## config.mk

```make
export PLATFORM = sky130hd
export DESIGN_NAME = gpio_timer_port
export DESIGN_NICKNAME = d
export VERILOG_FILES = /design/src/rtl/gpio_port_pkg.sv /design/src/rtl/gpio_regs.sv /design/src/rtl/gpio_timer_own.sv /design/src/rtl/gpio_pin_mux.sv /design/src/rtl/gpio_timer_port.sv
export SDC_FILE = /design/constraint.sdc
export NUM_CORES = 1
export LEC_CHECK = 0
export BUFFER_PORTS_ARGS = -buffer_cell sky130_fd_sc_hd__buf_2
export CAP_MARGIN = 20
export CORE_MARGIN = 5
export CORE_UTILIZATION = 25
export CTS_CLUSTER_DIAMETER = 60
export DETAILED_ROUTE_END_ITERATION = 8
export PLACE_DENSITY_LB_ADDON = 0.12
export SLEW_MARGIN = 40
export SYNTH_ARGS = -nofsm -noshare
export SYNTH_HDL_FRONTEND = slang
export SYNTH_SLANG_ARGS = --single-unit
```

## constraint.sdc

```tcl
create_clock -name clk -period 1.52 [get_ports clk]
set_input_delay 0.228 -clock clk [delete_from_list [all_inputs] [get_ports clk]]
set_output_delay 0.228 -clock clk [all_outputs]
set_load 0.05 [all_outputs]
```

## src/rtl/gpio_port_pkg.sv

```systemverilog
package gpio_port_pkg;

  localparam int PORT_W  = 8;
  localparam int CMP_CH  = 4;
  localparam int MP_W    = 5;
  localparam int MP_BASE = 3;

  typedef enum logic [1:0] {
    SEL_LATCH = 2'd0,
    SEL_DIR   = 2'd1,
    SEL_NONE  = 2'd2
  } reg_sel_e;

  // A compare mode field enables the channel for any non-zero value
  function automatic logic field_on(input logic [1:0] f);
    return f != 2'b00;
  endfunction

  // Pin served by single-pin compare channel index c (channel c+2)
  function automatic int cmp_pin(input int c);
    return (PORT_W - 2) - c;
  endfunction

  // Read value: driver level where driving, pad level elsewhere
  function automatic logic [PORT_W-1:0] read_mix(
    input logic [PORT_W-1:0] oe,
    input logic [PORT_W-1:0] drv,
    input logic [PORT_W-1:0] pad
  );
    return (oe & drv) | (~oe & pad);
  endfunction

endpackage

```

## src/rtl/gpio_regs.sv

```systemverilog
module gpio_regs
  import gpio_port_pkg::*;
#(
  parameter int ADDR_W   = 4,
  parameter int DATA_OFS = 0,
  parameter int DIR_OFS  = 1
) (
  input  logic              clk,
  input  logic              rst_n,
  input  logic [ADDR_W-1:0] bus_addr,
  input  logic              bus_wr,
  input  logic [PORT_W-1:0] bus_wdata,
  output reg_sel_e          sel,
  output logic              wr_latch_evt,
  output logic              wr_dir_evt,
  output logic [PORT_W-1:0] latch_q,
  output logic [PORT_W-1:0] dir_q
);

  localparam logic [ADDR_W-1:0] LATCH_A = ADDR_W'(DATA_OFS);
  localparam logic [ADDR_W-1:0] DIR_A   = ADDR_W'(DIR_OFS);

  always_comb begin
    if (bus_addr == LATCH_A)    sel = SEL_LATCH;
    else if (bus_addr == DIR_A) sel = SEL_DIR;
    else                        sel = SEL_NONE;
  end

  assign wr_latch_evt = bus_wr && (sel == SEL_LATCH);
  assign wr_dir_evt   = bus_wr && (sel == SEL_DIR);

  always_ff @(posedge clk) begin
    if (!rst_n) begin
      latch_q <= '0;
      dir_q   <= '0;
    end else begin
      if (wr_latch_evt) latch_q <= bus_wdata;
      if (wr_dir_evt)   dir_q   <= bus_wdata;
    end
  end

endmodule

```

## src/rtl/gpio_timer_own.sv

```systemverilog
module gpio_timer_own
  import gpio_port_pkg::*;
(
  input  logic [2*CMP_CH-1:0] cmp_mode,
  input  logic [CMP_CH-1:0]   cmp_level,
  input  logic [MP_W-1:0]     mp_mask,
  input  logic [MP_W-1:0]     mp_level,
  input  logic                cap4_sel,
  output logic [PORT_W-1:0]   own_single,
  output logic [PORT_W-1:0]   own_multi,
  output logic [PORT_W-1:0]   tmr_own,
  output logic [PORT_W-1:0]   tmr_level
);

  logic [PORT_W-1:0] single_lvl;
  logic [PORT_W-1:0] multi_lvl;

  // Single-pin compare channels
  for (genvar c = 0; c < CMP_CH; c++) begin : g_cmp
    localparam int P = cmp_pin(c);
    if (P == MP_BASE) begin : g_shared
      assign own_single[P] = field_on(cmp_mode[2*c +: 2]) && !cap4_sel;
    end else begin : g_plain
      assign own_single[P] = field_on(cmp_mode[2*c +: 2]);
    end
    assign single_lvl[P] = cmp_level[c];
  end

  // Pins outside compare-channel reach
  for (genvar p = 0; p < PORT_W; p++) begin : g_fill
    if (p < MP_BASE || p > cmp_pin(0)) begin : g_none
      assign own_single[p] = 1'b0;
      assign single_lvl[p] = 1'b0;
    end
  end

  // Multi-pin compare channel
  for (genvar p = 0; p < PORT_W; p++) begin : g_multi
    if (p >= MP_BASE) begin : g_reach
      assign own_multi[p] = mp_mask[p-MP_BASE];
      assign multi_lvl[p] = mp_level[p-MP_BASE];
    end else begin : g_low
      assign own_multi[p] = 1'b0;
      assign multi_lvl[p] = 1'b0;
    end
  end

  assign tmr_own   = own_single | own_multi;
  assign tmr_level = (own_single & single_lvl) | (~own_single & multi_lvl);

endmodule

```

## src/rtl/gpio_pin_mux.sv

```systemverilog
module gpio_pin_mux
  import gpio_port_pkg::*;
(
  input  logic [PORT_W-1:0] latch_q,
  input  logic [PORT_W-1:0] dir_q,
  input  logic [PORT_W-1:0] tmr_own,
  input  logic [PORT_W-1:0] tmr_level,
  input  logic [PORT_W-1:0] pin_in,
  output logic [PORT_W-1:0] pin_out,
  output logic [PORT_W-1:0] pin_oe,
  output logic [PORT_W-1:0] rd_port
);

  for (genvar p = 0; p < PORT_W; p++) begin : g_pin
    always_comb begin
      if (tmr_own[p]) begin
        pin_oe[p]  = 1'b1;
        pin_out[p] = tmr_level[p];
      end else begin
        pin_oe[p]  = dir_q[p];
        pin_out[p] = latch_q[p];
      end
    end
  end

  assign rd_port = read_mix(pin_oe, pin_out, pin_in);

endmodule

```

## src/rtl/gpio_timer_port.sv

```systemverilog
module gpio_timer_port
  import gpio_port_pkg::*;
#(
  parameter int ADDR_W   = 4,
  parameter int DATA_OFS = 0,
  parameter int DIR_OFS  = 1
) (
  input  logic              clk,
  input  logic              rst_n,
  input  logic [ADDR_W-1:0] bus_addr,
  input  logic              bus_wr,
  input  logic [7:0]        bus_wdata,
  output logic [7:0]        bus_rdata,
  input  logic [7:0]        cmp_mode,
  input  logic [3:0]        cmp_level,
  input  logic [4:0]        mp_mask,
  input  logic [4:0]        mp_level,
  input  logic              cap4_sel,
  input  logic [7:0]        pin_in,
  output logic [7:0]        pin_out,
  output logic [7:0]        pin_oe,
  output logic [3:0]        cap_pin,
  output logic              pc_pin
);

  reg_sel_e          sel;
  logic              wr_latch_evt;
  logic              wr_dir_evt;
  logic [PORT_W-1:0] latch_q;
  logic [PORT_W-1:0] dir_q;
  logic [PORT_W-1:0] own_single;
  logic [PORT_W-1:0] own_multi;
  logic [PORT_W-1:0] tmr_own;
  logic [PORT_W-1:0] tmr_level;
  logic [PORT_W-1:0] rd_port;

  gpio_regs #(
    .ADDR_W  (ADDR_W),
    .DATA_OFS(DATA_OFS),
    .DIR_OFS (DIR_OFS)
  ) u_regs (
    .clk         (clk),
    .rst_n       (rst_n),
    .bus_addr    (bus_addr),
    .bus_wr      (bus_wr),
    .bus_wdata   (bus_wdata),
    .sel         (sel),
    .wr_latch_evt(wr_latch_evt),
    .wr_dir_evt  (wr_dir_evt),
    .latch_q     (latch_q),
    .dir_q       (dir_q)
  );

  gpio_timer_own u_own (
    .cmp_mode  (cmp_mode),
    .cmp_level (cmp_level),
    .mp_mask   (mp_mask),
    .mp_level  (mp_level),
    .cap4_sel  (cap4_sel),
    .own_single(own_single),
    .own_multi (own_multi),
    .tmr_own   (tmr_own),
    .tmr_level (tmr_level)
  );

  gpio_pin_mux u_mux (
    .latch_q  (latch_q),
    .dir_q    (dir_q),
    .tmr_own  (tmr_own),
    .tmr_level(tmr_level),
    .pin_in   (pin_in),
    .pin_out  (pin_out),
    .pin_oe   (pin_oe),
    .rd_port  (rd_port)
  );

  always_comb begin
    unique case (sel)
      SEL_LATCH: bus_rdata = rd_port;
      SEL_DIR:   bus_rdata = dir_q;
      default:   bus_rdata = '0;
    endcase
  end

  // Capture 1..3 on pins 2..0, capture 4 on pin 3: always the pad level
  assign cap_pin = {pin_in[3], pin_in[0], pin_in[1], pin_in[2]};
  assign pc_pin  = pin_in[7];

endmodule

```

Yosys cells after proc, flatten, opt, wreduce, memory -nomap -nowiden. Index checks and enable logic that the tools add are counted.

Add/subtract/negate cells: 0. Multipliers: 0. Divide/modulo/power cells: 0. Magnitude comparators: 0. Equal/unequal tests: 2. Shifts and indexed selects: 0. Muxes and demuxes: 19. Bitwise gates (word level): 9. Reduce and logical (&&, ||, !) cells: 10.

Operator list (count): $and A8 B8 Y8 (3); $mux W1 (16); $or A8 B8 Y8 (2); $pmux W8 S2 (1); $not A7 Y8 (1); $not A8 Y8 (1); $or A7 B8 Y8 (1); $reduce_bool A2 Y1 (4); $and A7 B7 Y7 (1); $eq A4 B1 Y1 const B (1); $logic_not A4 Y1 (1); $mux W2 (2); $logic_and A1 B1 Y1 (3); $eq A2 B1 Y1 const B (1); $logic_not A2 Y1 (1); $logic_not A1 Y1 (1).

Register bits: 16. Latch bits: 0. Bits in writable memories: 0. ROM bits: 0. Output and inout port bits: 29. Memories kept: 0.

Longest topological paths before layout. Gate-level depths: netlist (run 1).

Depth after elaboration: 9. Gate-level depth with buffers: 5. Gate-level depth less buffers: 4.

Modules after synthesis. A second synthesis (run 1) with hierarchy kept.

Cells, all modules: 171. Area total of the unflattened synthesis: 1343.8 µm².

By module, submodules not included: gpio_regs (instances 1, cells each 66, area an instance 634.4 µm², seq. area each 320.3 µm²); gpio_timer_own (instances 1, cells each 34, area an instance 276.5 µm², seq. area each 0.0 µm²); gpio_pin_mux (instances 1, cells each 48, area an instance 270.3 µm², seq. area each 0.0 µm²); gpio_timer_port (instances 1, cells each 23, area an instance 162.7 µm², seq. area each 0.0 µm²).

Worst setup path after synthesis (run 1). Ideal clock, no wire load.

Path type: input -> output. From: input cap4_sel. To: output bus_rdata[3]. Data arrival time: 1750 ps. Required time: 1292 ps. Setup slack: -458 ps. Stages: 4. Path through: o21bai_1 nand2_1 o211ai_1 a21oi_1.

RTL lines: from (decl) (line gpio_timer_port.sv:18) `input logic cap4_sel,`; $logic_not A1 Y1 (*) (line gpio_timer_own.sv:22) `assign own_single[P] = field_on(cmp_mode[2*c +: 2]) && !cap4_sel;`; $logic_and A1 B1 Y1 (*) (line gpio_timer_own.sv:22); $or A7 B8 Y8 (*) (line gpio_timer_own.sv:48) `assign tmr_own = own_single | own_multi;`; $mux W1 (*) (line gpio_pin_mux.sv:16) `if (tmr_own[p]) begin`; net pin_oe[3] (line gpio_timer_port.sv:21) `output logic [7:0] pin_oe,`; $not A8 Y8 (line gpio_port_pkg.sv:30) `return (oe & drv) | (~oe & pad);`; $and A8 B8 Y8 (line gpio_port_pkg.sv:30); $or A8 B8 Y8 (*) (line gpio_port_pkg.sv:30); $pmux W8 S2 (*) (line gpio_timer_port.sv:78) `unique case (sel)`; to (decl) (line gpio_timer_port.sv:13) `output logic [7:0] bus_rdata,`.

The timed path passes the listed nets; every way through them passes the cells marked *.

Final worst setup path (run 1).
From: register u_regs.dir_q[4]. To: output bus_rdata[4].

Longest elaborated chain between the ends: 5.

Ends and longest elaborated chain: from (decl) (line gpio_regs.sv:17) `output logic [PORT_W-1:0] dir_q`; from (signal assigned) (line gpio_regs.sv:38) `if (wr_dir_evt) dir_q <= bus_wdata;`; $mux W1 (line gpio_pin_mux.sv:16); $not A8 Y8 (line gpio_port_pkg.sv:30); $and A8 B8 Y8 (line gpio_port_pkg.sv:30); $or A8 B8 Y8 (line gpio_port_pkg.sv:30); $pmux W8 S2 (*) (line gpio_timer_port.sv:78).

Mark *: on every way between the ends. The rest lies on a longest branch, timed or not.

==> flow_summary.ini, run 1 <==
[power_and_ir_drop]
power_mw = 1.110
ir_drop_mv = 0.3594
p_int_uw = 725.5
p_per_area_nw_per_um2 = 677.3
leakagePower_nw = 0.7265
p_comb_frac = 0.326
seq_power_share = 0.385
swShare = 0.3464
switching_power_uw = 384.5
p_clk_frac = 0.289

[layout]
area_growth_syn_to_layout_pct = 58.02
nets = 252
drive_gt1_frac = 0.6029
final_cell_mix = 66 x buf_2, 14 x nand3_1, 12 x o21ai_1
n_antenna_cell = 0
final_common_cell = buf_2
stdcell_area_um2 = 1639

[run_status]
violations = negative setup slack
run_status = finished, violations left

[placement]
place.gp.congestion = 0.7209
dp.final_hpwl_um = 2803
pre_cts_ws_ps = -49.35
port_buffers = 74
dpl-instance-area_um2 = 1469

[setup_path]
cp_slowest_cell = dfxtp_2
max_stage_delay_ps = 350
path_depth = 5
crit_end = bus_rdata[4]
path_cells = nor4_2, buf_4, a211o_1, a21oi_4, buf_6
reg2reg_slack_ps = 800
cp-startpoint = u_regs.dir_q[4]
cp_data_arrival_time_ps = 1350
crit_family = compound AO/OA/AOI/OAI gates
cp_num_buf_inv = 2
endpoint_kind = output port
required_ps = 1290
reg2regPathDepth = 3
cp-start-kind = flop
criticalPathCategory = reg -> out
reg2reg_from = u_regs.dir_q[5]
worst_r2r_endpoint = u_regs.dir_q[5]
path_max_fanout = 3

[cts]
cts_buffers = 3
cts_hold_buffers = 0
clock_latency_ps = 250
cts.clk_slew.worst_paths_ps = 60
htreeDepth = 1
clkSinkCount = 16
clk_path_buf_depth = 2
cts_tree = yes
ctsRootBufferMaster = clkbuf_8

[floorplanning]
die-width_um = 74.41
ios = 75
fp.dieH_um = 74.41
start_util = 0.2593
die-area_um2 = 5537
rows = 23
core_um2 = 4000

[synth]
synth_cells = 134
ys_seq_area_frac = 0.3088
syn_area_per_cell_um2 = 7.741
syn-num-nets = 180
synth_seq_cells = 16
syn-cell-area_um2 = 1037
synth_warnings = 0
synthDistinctLibCells = 31

[timing]
fin_crit_ps = 1573
setup_ws_ps = -53.36
slew_viol_final = 0
timing.final.crit_share = 1.035
fmax_ghz = 0.6356
slew_headroom = 0.6977
rsz0062_at_grt = yes
skew_ps = 0
setup_viol = 1
tightest_slew_ps = 453.4
holdWs_ps = 230.3
hold_viol_final = 0

[routing]
wl_um = 3481
first_iter_violations = 13
viasPerCell = 4.685
drt_first_pass_iters = 3
wire_per_inst_um = 13.70
drc = 0
antenna_left = 0
vias = 1190

[global_routing]
grt_util_met1 = 0.1318
grt.total_usage = 0.1267
grt_max_degree = 25
grt_pass1_wl_um = 5437
antenna_found_initial = 0
gr-usage-met2 = 0.2429
busiest_layer = met2
overflow = 0
use_met3 = 0.02973
grt_pass1_vias = 1243

[worst_hold_path]
min_path_type = in -> reg

[job]
maxCapViolCount = 0
[state kept, by name, indices dropped and copies added (netlist names)]
name	flops
u_regs.latch_q	8
u_regs.dir_q	8
[power groups by stage]
stage                     logic [mW]  registers [mW]  clock network, mW
after floorplan                0.228           0.437                  0
after global placement         0.332           0.438                  0
after detailed placement       0.341           0.438                  0
after CTS                      0.358           0.429              0.336
after global routing           0.385           0.428              0.352
final                          0.362           0.428              0.321
[through the flow]
stage                     cells  setup TNS, ps  utilization
after global routing        254         -205.9       0.4098
after detailed placement    250         -63.38       0.3672
after CTS                   254         -142.2       0.4026
final                       254         -53.36       0.4098
after floorplan             134         -216.6            -
after global placement      250              0       0.3672
[cells by family after synthesis]
kind of cell / Yosys count / synth area share
AND/OR/NAND/NOR: 48 / 0.2582
multiplexers: 5 / 0.04946
flip-flops: 16 / 0.3088
buffers and inverters: 21 / 0.1315
AO/OA/AOI/OAI: 44 / 0.2521
[timing repair]
action / in CTS / in global routing
setup buffers: 3 / 0
resized for setup: 27 / 9
setup endpoints to repair: 9 / 8
pin swaps: 10 / 7
[final cells by class]
| class | count | area [um2] |
|---|---|---|
| clock buffers | 3 | 41.29 |
| fillers | 424 | 2361 |
| inverters | 5 | 18.77 |
| multi-input cells | 97 | 706.9 |
| flip-flops and latches | 16 | 332.8 |
| well taps | 50 | 62.56 |
| repair buffers | 83 | 476.7 |
[synth_stat cells]
master | number | area share
o21bai_1 | 1 | 0.0072
or3_1 | 1 | 0.0060
buf_6 | 2 | 0.022
nor3b_1 | 2 | 0.014
o21ai_1 | 12 | 0.058
buf_2 | 1 | 0.0048
o221a_2 | 1 | 0.011
a31oi_1 | 1 | 0.0060
nand3_1 | 14 | 0.068
o21ai_2 | 4 | 0.034
o21ai_0 | 6 | 0.029
nand3b_2 | 1 | 0.011
nand2_1 | 10 | 0.036
nor3_4 | 1 | 0.016
a211o_1 | 3 | 0.025
a21oi_1 | 14 | 0.068
inv_1 | 5 | 0.018
o21a_1 | 1 | 0.0072
mux2_2 | 1 | 0.011
nor3_1 | 1 | 0.0048
buf_4 | 11 | 0.080
dfxtp_1 | 16 | 0.31
mux2i_1 | 4 | 0.039
nand3_2 | 3 | 0.029
nor4_1 | 3 | 0.018
clkbuf_1 | 1 | 0.0036
buf_1 | 1 | 0.0036
or2_2 | 1 | 0.0060
or3b_2 | 2 | 0.017
o211ai_1 | 1 | 0.0072
nor2_1 | 9 | 0.033
[per-layer routing]
layer / routed length (um) / part of all wire / vias to the layer above
li1: - / - / 611
met1: 1335 / 0.38 / 535
met2: 1828 / 0.53 / 39
met3: 270 / 0.078 / 5
met4: 46 / 0.013 / 0
met5: 0 / 0 / -
[tightest hold or removal path: cells and delay by family]
kind | cells | cell delay [ps]
AOI/OAI and AO/OA | 1 | 60
buffers and inverters | 1 | 90
and+or+nand+nor | 1 | 70
[worst min-delay path by stage]
| stage | startpoint | to | slack (ps) | depth (start not counted) |
|---|---|---|---|---|
| floorplan | bus_wdata[2] | u_regs.dir_q[2] | 380 | 2 |
| global placement | u_regs.latch_q[4] | u_regs.latch_q[4] | 450 | 2 |
| detailed placement | u_regs.latch_q[3] | u_regs.latch_q[3] | 450 | 2 |
| CTS | bus_wdata[4] | u_regs.dir_q[4] | 220 | 3 |
| global route | bus_wdata[5] | u_regs.latch_q[5] | 230 | 3 |
| finish | bus_wdata[2] | u_regs.dir_q[2] | 230 | 3 |
No activity file was read; power rests on OpenSTA's default activity.
==> inputs of run 2 (changes only) <==
CELL_PAD_IN_SITES_DETAIL_PLACEMENT = 1   (was not set)
CELL_PAD_IN_SITES_GLOBAL_PLACEMENT = 1   (was not set)
==> run 2 against run 1 <==
Compared with the run above:
- the flow now finishes without violations
- non-clock buffer count grew 2
- critical path depth fell by 1
- maximum frequency up 3.9%
- sequential power about the same
- first-iteration DRC count is 120% higher
- flip-flop and latch count unchanged
- final cell count is 1.2% higher
- count of clock-buffer cells in the layout rose by 1
- register-to-register slack improved by 20 ps
- wire length rose by 10%
- worst setup slack better by 59 ps
- global-route usage increased by 1.0 points
- largest cell class unchanged
- largest power group unchanged
- highest routed layer unchanged
==> flow_summary.ini, run 2 (synthesis results as in run 1) <==
[timing]
slew_viol_final = 0
fin_crit_ps = 1515
skew_ps = 0
setup_ws_ps = 5.247
rsz0062_at_grt = yes
slew_headroom = 0.7095
timing.final.crit_share = 0.9965
setup_viol = 0
tightest_slew_ps = 435.7
fmax_ghz = 0.6602
hold_viol_final = 0

[cts]
clkSinkCount = 16
cts_tree = yes
cts.clk_slew.worst_paths_ps = 70
ctsRootBufferMaster = clkbuf_8
clk_path_buf_depth = 2
cts_buffers = 3
clock_latency_ps = 250
htreeDepth = 1

[global_routing]
overflow = 0
gr-usage-met2 = 0.2673
grt_pass1_vias = 1343
grt_util_met1 = 0.1503
antenna_found_initial = 0
grt.total_usage = 0.1371
grt_pass1_wl_um = 6023
busiest_layer = met2
use_met3 = 0.02432
grt_max_degree = 25

[layout]
final_cell_mix = 65 x buf_2, 14 x nand3_1, 12 x o21ai_1
n_antenna_cell = 0
drive_gt1_frac = 0.6329
nets = 254
area_growth_syn_to_layout_pct = 66.47
final_common_cell = buf_2
top_regs = u_regs.dir_q: 8 flops, u_regs.latch_q: 8 flops

[worst_hold_path]
whs_endpoint = u_regs.dir_q[7]
min_from = bus_wdata[7]
min_path_cells = 3
min_path_type = in -> reg

[power_and_ir_drop]
p_per_area_nw_per_um2 = 685.9
power_mw = 1.184
p_clk_frac = 0.320
p_int_uw = 787.2
seq_power_share = 0.361
p_comb_frac = 0.318
switching_power_uw = 397.1
swShare = 0.3353
ir_drop_mv = 0.4441
leakagePower_nw = 0.7540

[routing]
wire_per_inst_um = 14.92
antenna_left = 0
viasPerCell = 4.778
first_iter_violations = 28
wl_um = 3834
drc = 0
vias = 1228
drt_first_pass_iters = 4

[placement]
place.gp.congestion = 0.6976
pre_cts_ws_ps = -125.0
port_buffers = 74
dp.final_hpwl_um = 3064

[setup_path]
criticalPathCategory = reg -> out
required_ps = 1290
reg2reg_from = u_regs.dir_q[4]
worst_r2r_endpoint = u_regs.dir_q[4]
reg2regPathDepth = 3
cp-start-kind = flop
endpoint_kind = output port
reg2reg_slack_ps = 820
path_max_fanout = 2
cp_data_arrival_time_ps = 1290

[job]
maxCapViolCount = 0

[floorplanning]
die-width_um = 74.41
fp.dieH_um = 74.41
rows = 23
ios = 75
start_util = 0.2593
core_um2 = 4000
die-area_um2 = 5537

[run_status]
run_status = finished clean
==> run 2: cell count changes in the layout (fill, tap and decap cells not counted), sizes merged <==
cell    previous run  this run
buf               82        84
clkbuf             4         5
==> run 2: how the worst max path moves through the flow <==
stage	from	endpoint	cells past startpoint
floorplan	cap4_sel	bus_rdata[3]	4
global placement	cmp_mode[3]	bus_rdata[5]	5
detailed placement	cmp_mode[3]	bus_rdata[5]	5
CTS	u_regs.latch_q[6]	bus_rdata[6]	4
global route	u_regs.latch_q[6]	bus_rdata[6]	4
finish	u_regs.latch_q[5]	bus_rdata[5]	4
==> run 2: timing repair <==
| action | CTS | global route |
|---|---|---|
| resized for setup | 32 | 12 |
| setup endpoints to repair | 11 | 8 |
| buffers inserted | 3 | 1 |
| endpoints found under the hold margin | 0 | 0 |
| pin swaps | 10 | 6 |
| hold buffers | 0 | 0 |
==> run 2: layout make-up <==
class,instances,area (um2)
clock buffer,4,55.05
multi-input combinational,97,729.5
sequential,16,334.1
inverter,5,18.77
fill,499,2273
timing repair buffer,85,526.8
tap,50,62.56
==> run 2: metrics by stage <==
| step | instance area [um2] | hold WS (ps) | utilization | setup TNS (ps) | cells |
|---|---|---|---|---|---|
| after detailed placement | 1501 | 464.0 | 0.3754 | -175.3 | 251 |
| after global placement | 1501 | 451.0 | 0.3754 | -55.26 | 251 |
| after CTS | 1677 | 231.1 | 0.4191 | -54.77 | 256 |
| final | 1727 | 233.1 | 0.4317 | 0 | 257 |
| after floorplan | 1094 | 384.3 | - | -216.6 | 134 |
| after global routing | 1727 | 238.4 | 0.4317 | -166.6 | 257 |
==> run 2: worst max-delay path, cell delays in order (launching register included) <==
cell	delay, ps
dfxtp_2	340
mux2i_2	70
a211o_1	330
a21oi_4	130
buf_6	170
==> run 2: per-layer routing <==
layer / part of all wire / up-vias
li1: - / 617
met1: 0.37 / 568
met2: 0.56 / 37
met3: 0.061 / 6
met4: 0.011 / 0
met5: 0 / -
==> run 2: power groups by stage <==
stage | Clock (mW) | Combinational, mW | Sequential [mW]
detailed placement | 0 | 0.346 | 0.438
global placement | 0 | 0.335 | 0.438
global route | 0.419 | 0.402 | 0.429
floorplan | 0 | 0.228 | 0.437
CTS | 0.390 | 0.369 | 0.428
finish | 0.379 | 0.377 | 0.428
